### src/rtl/ftd_pkg.sv
package ftd_pkg;
  typedef enum logic {WIN_HIGH = 1'b0, WIN_LOW = 1'b1} win_pol_e;

  // Map a logical "window open" bit to its physical level (and back).
  function automatic logic apply_pol(input logic v, input win_pol_e p);
    return v ^ (p == WIN_LOW);
  endfunction
endpackage

### src/rtl/ftd_sync.sv
module ftd_sync #(
  parameter int STAGES = 2
) (
  input  logic clk,
  input  logic rst_n,
  input  logic d,
  output logic q
);
  logic [STAGES-1:0] chain;

  generate
    if (STAGES == 1) begin : g_one
      always_ff @(posedge clk or negedge rst_n)
        if (!rst_n) chain <= '0;
        else        chain <= d;
    end else begin : g_many
      always_ff @(posedge clk or negedge rst_n)
        if (!rst_n) chain <= '0;
        else        chain <= {chain[STAGES-2:0], d};
    end
  endgenerate

  assign q = chain[STAGES-1];
endmodule

### src/rtl/ftd_prescale.sv
module ftd_prescale (
  input  logic clk,
  input  logic rst_n,
  input  logic d,
  input  logic en,
  output logic q
);
  logic prev_q, half_q;

  always_ff @(posedge clk or negedge rst_n) begin
    if (!rst_n) begin
      prev_q <= 1'b0;
      half_q <= 1'b0;
    end else begin
      prev_q <= d;
      if (d && !prev_q) half_q <= ~half_q;
    end
  end

  assign q = en ? half_q : d;
endmodule

### src/rtl/ftd_edge.sv
module ftd_edge (
  input  logic clk,
  input  logic rst_n,
  input  logic d,
  output logic rise,
  output logic fall
);
  logic prev_q;

  always_ff @(posedge clk or negedge rst_n)
    if (!rst_n) prev_q <= 1'b0;
    else        prev_q <= d;

  assign rise = d & ~prev_q;
  assign fall = ~d & prev_q;
endmodule

### src/rtl/ftd_oneshot.sv
module ftd_oneshot #(
  parameter int CNT_W = 16
) (
  input  logic             clk,
  input  logic             rst_n,
  input  logic             start,
  input  logic [CNT_W-1:0] len,
  output logic [CNT_W-1:0] cnt,
  output logic             active
);
  localparam logic [CNT_W-1:0] ONE = CNT_W'(1);

  // Retriggerable down-counter: a start reloads, otherwise count to zero.
  function automatic logic [CNT_W-1:0] next_cnt(
    input logic [CNT_W-1:0] cur,
    input logic [CNT_W-1:0] load,
    input logic             trig
  );
    if (trig)          return load;
    else if (cur != 0) return cur - ONE;
    else               return cur;
  endfunction

  always_ff @(posedge clk or negedge rst_n)
    if (!rst_n) cnt <= '0;
    else        cnt <= next_cnt(cnt, len, start);

  assign active = (cnt != '0);
endmodule

### src/rtl/freq_thresh_detect.sv
module freq_thresh_detect
  import ftd_pkg::*;
#(
  parameter int       CNT_W       = 16,
  parameter int       SYNC_STAGES = 2,
  parameter win_pol_e WIN_POL     = WIN_HIGH
) (
  input  logic             clk,
  input  logic             rst_n,
  input  logic             sig_in,
  input  logic [CNT_W-1:0] window_len,
  input  logic             prescale_en,
  output logic             fast_out
);
  localparam logic SAMP_RST = apply_pol(1'b0, WIN_POL);

  logic             sync_q, det_sig, rise_evt, fall_evt;
  logic             win_active, win_pulse, samp_q;
  logic [CNT_W-1:0] win_cnt;

  ftd_sync #(.STAGES(SYNC_STAGES)) u_sync (
    .clk(clk), .rst_n(rst_n), .d(sig_in), .q(sync_q)
  );

  ftd_prescale u_pre (
    .clk(clk), .rst_n(rst_n), .d(sync_q), .en(prescale_en), .q(det_sig)
  );

  ftd_edge u_edge (
    .clk(clk), .rst_n(rst_n), .d(det_sig), .rise(rise_evt), .fall(fall_evt)
  );

  ftd_oneshot #(.CNT_W(CNT_W)) u_win (
    .clk(clk), .rst_n(rst_n), .start(fall_evt), .len(window_len),
    .cnt(win_cnt), .active(win_active)
  );

  // Physical window pulse in the chosen polarity.
  assign win_pulse = apply_pol(win_active, WIN_POL);

  always_ff @(posedge clk or negedge rst_n)
    if (!rst_n)        samp_q <= SAMP_RST;
    else if (rise_evt) samp_q <= win_pulse;

  assign fast_out = apply_pol(samp_q, WIN_POL);
endmodule

### config.mk
export PLATFORM = sky130hd
export DESIGN_NAME = freq_thresh_detect
export DESIGN_NICKNAME = d
export VERILOG_FILES = /design/src/rtl/ftd_pkg.sv /design/src/rtl/ftd_sync.sv /design/src/rtl/ftd_prescale.sv /design/src/rtl/ftd_edge.sv /design/src/rtl/ftd_oneshot.sv /design/src/rtl/freq_thresh_detect.sv
export SDC_FILE = /design/constraint.sdc
export NUM_CORES = 1
export LEC_CHECK = 0
export BUFFER_PORTS_ARGS = -buffer_cell sky130_fd_sc_hd__buf_2
export CAP_MARGIN = 5
export CORE_MARGIN = 2
export CORE_UTILIZATION = 35
export DETAILED_ROUTE_END_ITERATION = 10
export SLEW_MARGIN = 20
export SYNTH_ARGS = -nofsm -noshare
export SYNTH_HDL_FRONTEND = slang
export SYNTH_SLANG_ARGS = --single-unit
### constraint.sdc
create_clock -name clk -period 5.87 [get_ports clk]
set_input_delay 0.2935 -clock clk [delete_from_list [all_inputs] [get_ports clk]]
set_output_delay 0.2935 -clock clk [all_outputs]
set_load 0.02 [all_outputs]
==> results of run 1 <==
-- power by group --
group | switching, mW | leakage (nW) | internal, mW
Sequential | 0.0909 | 0.255 | 0.212
Combinational | 0.118 | 0.296 | 0.0989
Clock | 0.0495 | 0.0279 | 0.0691
-- state kept, by name, summed over array words and instances (netlist names) --
name,flops
u_sync.chain,2
u_edge.prev_q,1
u_pre.prev_q,1
fast_out,1
u_win.cnt,16
u_pre.half_q,1
-- how the worst max path moves through the flow --
stage / slack (ns) / cells after the start / endpoint
3_3_place_gp: 3.84 / 6 / u_win.cnt[1]$_DFFE_PN0P_
4_1_cts: 3.72 / 6 / u_win.cnt[1]$_DFFE_PN0P_
5_1_grt: 3.51 / 6 / u_win.cnt[1]$_DFFE_PN0P_
2_1_floorplan: 3.97 / 6 / u_win.cnt[1]$_DFFE_PN0P_
6_report: 3.69 / 6 / u_win.cnt[1]$_DFFE_PN0P_
3_5_place_dp: 3.74 / 6 / u_win.cnt[1]$_DFFE_PN0P_
-- area by class of cell --
| cell class | instances | area share [%] |
|---|---|---|
| Clock buffer | 3 | 1.56 |
| Clock inverter | 1 | 2.09 |
| Inverter | 6 | 1.56 |
| Multi-Input combinational cell | 98 | 44.9 |
| Sequential cell | 22 | 38.2 |
| Tap cell | 46 | 4.00 |
| Timing Repair Buffer | 21 | 7.65 |
-- routing by layer --
metal	global-route usage (%)	wire, µm	up-vias
met5	0	0	-
met4	7.07	48	0
met3	2.68	113	4
met2	25.0	1320	25
met1	22.1	1320	511
li1	-	-	531
-- layout by cell type, fill, tap and decap left out, drive strengths merged --
cell and count:
a2111oi 1, a211oi 1, a21oi 3, a31oi 6
and2 1, and3 1, buf 20, bufinv 1
clkbuf 3, dfrtp 22, dlygate4sd3 1, ha 1
inv 6, mux2i 3, nand2 15, nand2b 1
nand3 6, nand4 3, nor2 12, nor3 5
nor3b 1, nor4 6, o211a 1, o211ai 4
o21ai 6, o221a 1, o31a 1, o31ai 4
o41ai 1, or3 2, or3b 1, or4 7
xnor2 3, xor2 1
-- kinds of logic after synthesis --
kind of cell | Yosys count
AND/OR/NAND/NOR | 61
AO/OA/AOI/OAI | 29
flip-flops | 22
buffers and inverters | 10
XOR/XNOR | 4
multiplexers | 3
adder cells (fa/ha/maj) | 1
-- worst reg2reg max path: stages (launching register included) --
cell,delay [ns]
dfrtp_1,0.46
inv_1,0.08
ha_1,0.21
nor3b_1,0.47
nand3_2,0.28
or4_1,0.46
o221a_2,0.14
-- metrics by stage --
stage	std cells	area, µm²	worst slack (ns)	utilization (%)	hold slack [ns]
2_1_floorplan	130	1230	3.97	-	-0.00209
3_3_place_gp	192	1380	3.84	41.0	0.288
3_5_place_dp	192	1380	3.74	41.0	0.299
4_1_cts	197	1440	3.72	42.8	0.0571
5_1_grt	197	1440	3.51	42.8	0.0420
6_report	197	1440	3.69	42.8	0.0612
==> flow_summary.ini, run 1 <==
[detailed_routing]
drtIter0Drc = 60
routed_wl_um = 2800
drt_first_pass_iters = 4
dr_total_vias = 1071
wl_per_cell_um = 14.2
avgViaCountPerCell = 5.44
drc = 0
antenna_left = 0

[timing]
tightest_slew_ns = 0.604
finalSetupTns_ns = 0
finalHoldViolCount = 0
rsz0062_at_grt = no
fmax_ghz = 0.458
min_period_ns = 2.18
max_slew_margin_pct = 59.7
setup_viol = 0
finalCritPeriodShare_pct = 37.2
finalClockSkew_ns = 0.0162
drv_slew = 0

[floorplan]
start_util_pct = 36.7
num_rows = 21
io_pins = 21
die_w_um = 63.4
die_area_mm2 = 0.00402
die_y_um = 63.4
core-area_mm2 = 0.00336

[yosys]
synth.top_cell.area_share_pct = 44.6
ys_ff_latch = 22
synth_most_common_cell = dfrtp_1
synth_fa_ha_area_share_pct = 1.01
syn-cell-area_mm2 = 0.00123
synth_cells = 130
yosys.area_share.simple_pct = 29.4
synth-xor-area-share_pct = 2.84
avgSynthCellArea_um2 = 9.50
seq_area_frac_synth_pct = 44.6
synth_ff_type = dfrtp_1
synth_fp_nets = 151
synthTopCellsByArea = dfrtp_1, nand2_1, nor4_2
synthMuxAreaShare_pct = 2.43
synth_top_family_by_area = simple AND/OR/NAND/NOR gates
ys_top_cells_by_count = dfrtp_1, nand2_1, nor2_1
yosysTopAreaCell = dfrtp_1
synth_edf_count = 0
synth_compound_area_share_pct = 16.7
async_flop_share_pct = 100
ys_types = 37
yosysWarnings = 0

[clock_tree]
cts_inserted_buffers = 3
clk_latency_ns = 0.32
h-tree-depth = 1
cts_tree = yes
cts_resized = 0
cts_setup_buffers = 0
cts-root-buf = clkbuf_4
hold_buffers = 1
cts_sinks = 22
path_clk_slew_ns = 0.14
clockBufferDepth = 2

[placement]
gp_congestion = 0.830
portBuffers = 20
dpl.hpwl_um = 2020

[worst_setup_path]
path_cells = inv_1 > ha_1 > nor3b_1 > nand3_2 > or4_1 > o221a_2
worstPathRequired_ns = 6.10
crit_arrival_ns = 2.41
max_stage_delay_ns = 0.47
cp.buffers_inverters = 1
startpoint = u_win.cnt[0]$_DFFE_PN0P_
r2r_setup_slack_ns = 3.69
worst-setup-path-type = register to register
regToRegEndpoint = u_win.cnt[1]$_DFFE_PN0P_
r2r_cells = 6
critPathLaunchType = register
path_max_fanout = 9
r2r_start = u_win.cnt[0]$_DFFE_PN0P_
critPathTopFamily = simple AND/OR/NAND/NOR gates
end_kind = register
crit_slowest_cell = nor3b_1

[final_layout]
fill_cells = 359
syn_to_final_growth_pct = 16.6
seqCellArea_um2 = 551
nNetsFinal = 173
n_antenna_cell = 0
final_layout_size_suffix_gt1_share_pct = 24.5
multi_input_area_um2 = 647

[job]
cap_violations = 0

[grt]
grt_max_degree = 23
grt_first_pass_wirelength_um = 5090
grtUsageTotal_pct = 16.1
grt-ovfl-total = 0
grt_pass1_vias = 1067
antenna_found_initial = 0

[worst_hold_path]
worstHoldStart = sig_in
hp-class = primary input to register
min_path_cells = 1
min_delay_worst_endpoint = u_sync.chain[0]$_DFF_PN0_

[power]
power_mw = 0.639
static-leakage-power_nw = 0.579
vdd_drop_max_mv = 0.133
powerDensity_mw_per_mm2 = 444

[status]
outcome = finished, final reports clean
Note: power is estimated with default switching activity, not from simulation.
==> run 2: changes to the inputs <==
Clock period 5.87 ns to 2.05 ns, I/O delays scaled along.
==> run 2 against run 1 <==
  * Setup slack got worse by 3.6 ns
  * Core utilization rose by 3.2 points
  * Non-clock buffer count rose by 15
  * Count of clock-buffer cells in the layout did not move
  * Sequential power rose to 2.9 times the previous value
  * Sequential share of layout area fell by 2.7 points
  * Clock power rose by 66%
  * The flow now finishes with violations (hold timing)
  * Highest routed layer unchanged
  * Register-to-register slack got worse by 3.6 ns
  * Cell area rose by 7.5%
  * Clock skew fell by 0.0069 ns
  * Die area did not move
==> flow_summary.ini, run 2 (synthesized netlist as in run 1, its figures left out) <==
[timing]
finalHoldViolCount = 1
finalClockSkew_ns = 0.00934
finalHoldWorstSlack_ns = -0.000384
setup_viol = 0
rsz0062_at_grt = no
drv_slew = 0
finalSetupTns_ns = 0
min_period_ns = 1.96
finalCritPeriodShare_pct = 95.4
fmax_ghz = 0.511
max_slew_margin_pct = 65.1
tightest_slew_ns = 0.519

[final_layout]
syn_to_final_growth_pct = 25.3
nNetsFinal = 188
final_layout_size_suffix_gt1_share_pct = 27.9
reg_top3 = u_win.cnt x16, u_sync.chain x2
final_common_cell = dfrtp_1
largest_reg_flops = 16
layout.cells.most_common_list = dfrtp_1, buf_2, nand2_1
n_antenna_cell = 0
fill_cells = 366
top_register = u_win.cnt

[grt]
antenna_found_initial = 0
grt_first_pass_wirelength_um = 5350
grt-ovfl-total = 0
grtUsageTotal_pct = 16.6
grt_max_degree = 23
grt_pass1_vias = 1150

[detailed_routing]
antenna_left = 0
dr_total_vias = 1122
routed_wl_um = 2960
drtIter0Drc = 73
drt_first_pass_iters = 4
drc = 0
avgViaCountPerCell = 5.32
wl_per_cell_um = 14.0

[floorplan]
start_util_pct = 36.7
num_rows = 21
die_area_mm2 = 0.00402
die_w_um = 63.4
die_y_um = 63.4
io_pins = 21
core-area_mm2 = 0.00336

[worst_hold_path]
hp-class = primary input to register
min_delay_worst_endpoint = u_win.cnt[10]$_DFFE_PN0P_
worstHoldStart = window_len[10]
min_path_cells = 3

[worst_setup_path]
crit_arrival_ns = 2.14
end_kind = register
r2r_start = u_win.cnt[2]$_DFFE_PN0P_
regToRegEndpoint = u_win.cnt[9]$_DFFE_PN0P_
worstPathRequired_ns = 2.24
worst-setup-path-type = register to register
critPathLaunchType = register
r2r_setup_slack_ns = 0.09
r2r_cells = 4
path_max_fanout = 7

[placement]
portBuffers = 20
gp_congestion = 0.892
dpl.hpwl_um = 2180

[clock_tree]
clockBufferDepth = 2
cts_tree = yes
h-tree-depth = 1
path_clk_slew_ns = 0.12
cts_sinks = 22
cts-root-buf = clkbuf_4
clk_latency_ns = 0.30
cts_inserted_buffers = 3

[status]
outcome = complete, but fails checks
violations = hold timing

[power]
static-leakage-power_nw = 0.637
powerDensity_mw_per_mm2 = 1140
vdd_drop_max_mv = 0.389

[job]
cap_violations = 0
[run 2: final cells by class]
cell class / instances / area, µm² / area share [%]
multi-input cells: 98 / 654 / 42.3
flip-flops and latches: 22 / 551 / 35.6
repair buffers: 36 / 240 / 15.5
well taps: 46 / 57.6 / 3.72
clock buffers: 3 / 22.5 / 1.46
inverters: 6 / 22.5 / 1.46
[run 2: worst max-delay path by stage]
stage	start	slack (ns)	endpoint
floorplan	u_win.cnt[0]$_DFFE_PN0P_	0.15	u_win.cnt[1]$_DFFE_PN0P_
global placement	u_win.cnt[2]$_DFFE_PN0P_	0.15	u_win.cnt[9]$_DFFE_PN0P_
detailed placement	u_win.cnt[2]$_DFFE_PN0P_	0.15	u_win.cnt[9]$_DFFE_PN0P_
CTS	u_win.cnt[0]$_DFFE_PN0P_	0.13	u_win.cnt[1]$_DFFE_PN0P_
global route	u_win.cnt[2]$_DFFE_PN0P_	0.04	u_win.cnt[7]$_DFFE_PN0P_
finish	u_win.cnt[2]$_DFFE_PN0P_	0.09	u_win.cnt[9]$_DFFE_PN0P_
[run 2: per-stage QoR]
stage	area [µm²]	instances	setup slack, ns	power, mW	utilization [%]
2_1_floorplan	1230	130	0.151	1.31	-
3_3_place_gp	1440	200	0.153	1.52	42.7
3_5_place_dp	1440	200	0.152	1.56	42.7
4_1_cts	1530	210	0.131	1.77	45.5
5_1_grt	1550	211	0.0380	1.93	46.0
6_report	1550	211	0.0948	1.77	46.0
[run 2: worst max-delay path, stage by stage (launching register included)]
cell	delay, ns
dfrtp_1	0.50
or4_4	0.59
or4_4	0.44
a31oi_1	0.21
o41ai_2	0.10
[run 2: timing repair]
item / 4_1_cts / 5_1_grt
endpoints found under the hold margin: 28 / 1
hold buffers: 7 / 1
buffers inserted: 0 / 0
gates resized for setup: 0 / 2
endpoints found under the setup margin: 0 / 6
[run 2: per-layer routing]
| metal | vias to the layer above | wire length, µm | GRT usage, % |
|---|---|---|---|
| met3 | 2 | 124 | 2.50 |
| met4 | 0 | 20 | 5.43 |
| met2 | 22 | 1410 | 27.9 |
| met5 | - | 0 | 0 |
| li1 | 558 | - | - |
| met1 | 540 | 1410 | 21.9 |
[run 2: power breakdown]
group          switching, mW  total (mW)  leakage, nW  internal [mW]
clock                  0.129       0.197       0.0138         0.0685
combinational          0.360       0.699        0.368          0.339
sequential             0.263       0.871        0.255          0.608
==> run 3: changes to the inputs <==
Settings changed: ABC_AREA set to 1.
==> run 3 against run 2 <==
  * The flow now finishes without violations
  * Sequential power shrank 9.2%
  * Cell count increased by 27%
  * Combinational power rose by 14%
  * Core utilization shrank 3.2 points
  * Fmax up 24%
  * Hold slack improved by 0.076 ns
  * Non-clock buffer count decreased by 14
  * Via count is 8.9% higher
  * Highest routed layer unchanged
==> flow_summary.ini, run 3 <==
[status]
outcome = finished, final reports clean

[grt]
grtUsageTotal_pct = 15.5
grt_max_degree = 24
grt_first_pass_wirelength_um = 5270
antenna_found_initial = 0
grt-ovfl-total = 0
grt_pass1_vias = 1209

[detailed_routing]
drtIter0Drc = 45
drc = 0
drt_first_pass_iters = 4
wl_per_cell_um = 10.9
routed_wl_um = 2930
antenna_left = 0
avgViaCountPerCell = 4.56
dr_total_vias = 1222

[clock_tree]
cts_tree = yes
clockBufferDepth = 2
cts_inserted_buffers = 3
path_clk_slew_ns = 0.08
cts_sinks = 22
cts_setup_buffers = 0
h-tree-depth = 1
clk_latency_ns = 0.26
cts-root-buf = clkbuf_8

[worst_setup_path]
path_max_fanout = 8
end_kind = register
critPathLaunchType = register
crit_arrival_ns = 1.73
max_stage_delay_ns = 0.40
cp.buffers_inverters = 1
crit_slowest_cell = dfrtp_1
critPathTopFamily = simple AND/OR/NAND/NOR gates
path_cells = inv_1 > ha_1 > nand2_4 > nor2_4 > nand4_4 > o21ai_0 > nor2_1
worst-setup-path-type = register to register
worstPathRequired_ns = 2.20

[timing]
fmax_ghz = 0.634
setup_viol = 0
rsz0062_at_grt = no
min_period_ns = 1.58
tightest_slew_ns = 0.490
finalSetupTns_ns = 0
drv_slew = 0
finalCritPeriodShare_pct = 76.9
max_slew_margin_pct = 67.3
finalHoldViolCount = 0
finalHoldWorstSlack_ns = 0.0752
finalClockSkew_ns = 0.00280

[final_layout]
layout.cells.most_common_list = nand2_1, nor2_1, dfrtp_1
top_register = u_win.cnt
nNetsFinal = 242
syn_to_final_growth_pct = 15.5
reg_top3 = u_win.cnt x16, u_sync.chain x2
largest_reg_flops = 16
final_common_cell = nand2_1
finish.utilization_pct = 42.8
n_antenna_cell = 0
final_layout_size_suffix_gt1_share_pct = 18.2

[yosys]
async_flop_share_pct = 100
synth.top_cell.area_share_pct = 39.7
synth_fp_nets = 218
synth_ff_type = dfrtp_1
yosysWarnings = 0
yosysTopAreaCell = dfrtp_1
seq_area_frac_synth_pct = 39.7
syn-cell-area_mm2 = 0.00139
ys_types = 27
synth_cells = 197
synth_most_common_cell = nand2_1
ys_top_cells_by_count = nand2_1, nor2_1, dfrtp_1
synthTopCellsByArea = dfrtp_1, nand2_1, nor2_1
ys_ff_latch = 22
synth_edf_count = 0
avgSynthCellArea_um2 = 7.04

[floorplan]
io_pins = 21
core-area_mm2 = 0.00374
die_w_um = 67.0
num_rows = 22
die_area_mm2 = 0.00448
start_util_pct = 37.1
die_y_um = 67.0

[placement]
portBuffers = 20
gp_congestion = 0.857
dpl.hpwl_um = 2190

[worst_hold_path]
hp-class = primary input to register

[job]
cap_violations = 0

[power]
power_mw = 1.90
powerDensity_mw_per_mm2 = 1190
vdd_drop_max_mv = 0.438
static-leakage-power_nw = 0.809
-- run 3: per-layer routing --
metal	vias to the layer above	GRT usage [%]	wire length [µm]
li1	663	-	-
met1	537	20.6	1470
met2	20	25.4	1310
met3	2	2.36	122
met4	0	5.36	27
met5	-	0	0
-- run 3: area by class of cell --
cell class	count	area [µm²]
multi-input cells	149	731
clock buffers	4	55.1
fillers	430	2140
repair buffers	22	120
well taps	48	60.1
flip-flops and latches	22	551
inverters	23	86.3
-- run 3: repair_timing --
item	CTS	global route
resized for setup	0	0
hold endpoints to repair	23	0
hold buffers	2	0
-- run 3: path summary, 6_finish.rpt --
check / cells past startpoint / slack [ns] / from / endpoint
setup / recovery: 7 / 0.47 / u_win.cnt[0]$_DFFE_PN0P_ / u_win.cnt[14]$_DFFE_PN0P_
hold / removal: 3 / 0.08 / window_len[5] / u_win.cnt[5]$_DFFE_PN0P_
setup reg to reg: 7 / 0.47 / u_win.cnt[0]$_DFFE_PN0P_ / u_win.cnt[14]$_DFFE_PN0P_
hold reg to reg: 0 / 0.35 / u_sync.chain[0]$_DFF_PN0_ / u_sync.chain[1]$_DFF_PN0_
max in group asynchronous: 2 / 1.38 / rst_n / u_win.cnt[9]$_DFFE_PN0P_
min in group asynchronous: 2 / 0.34 / rst_n / u_win.cnt[3]$_DFFE_PN0P_
-- run 3: cells by family after synthesis --
| logic type | Yosys count | synth area share (%) |
|---|---|---|
| and+or+nand+nor | 122 | 41.0 |
| buffers and inverters | 26 | 7.66 |
| AOI/OAI and AO/OA | 24 | 9.47 |
| DFF | 22 | 39.7 |
| xor gates and xnor gates | 2 | 1.26 |
| adders and majority gates | 1 | 0.902 |
-- run 3: worst reg2reg max path, cell delays in order (launching register included) --
cell and delay (ns):
dfrtp_1 0.40, inv_1 0.14, ha_1 0.29, nand2_4 0.12
nor2_4 0.16, nand4_4 0.16, o21ai_0 0.13, nor2_1 0.07
-- run 3: metrics by stage --
stage | instances | cell area (µm²) | setup WS [ns]
2_1_floorplan | 197 | 1390 | 0.672
3_5_place_dp | 262 | 1530 | 0.469
5_1_grt | 268 | 1600 | 0.298
6_report | 268 | 1600 | 0.473
3_3_place_gp | 262 | 1530 | 0.483
4_1_cts | 268 | 1600 | 0.454
-- run 3: power by group --
group | switching, mW | internal, mW | total (mW) | leakage [nW]
Clock | 0.141 | 0.171 | 0.312 | 0.0288
Combinational | 0.501 | 0.297 | 0.798 | 0.529
Sequential | 0.180 | 0.611 | 0.791 | 0.251
Total | 0.823 | 1.08 | 1.90 | 0.809
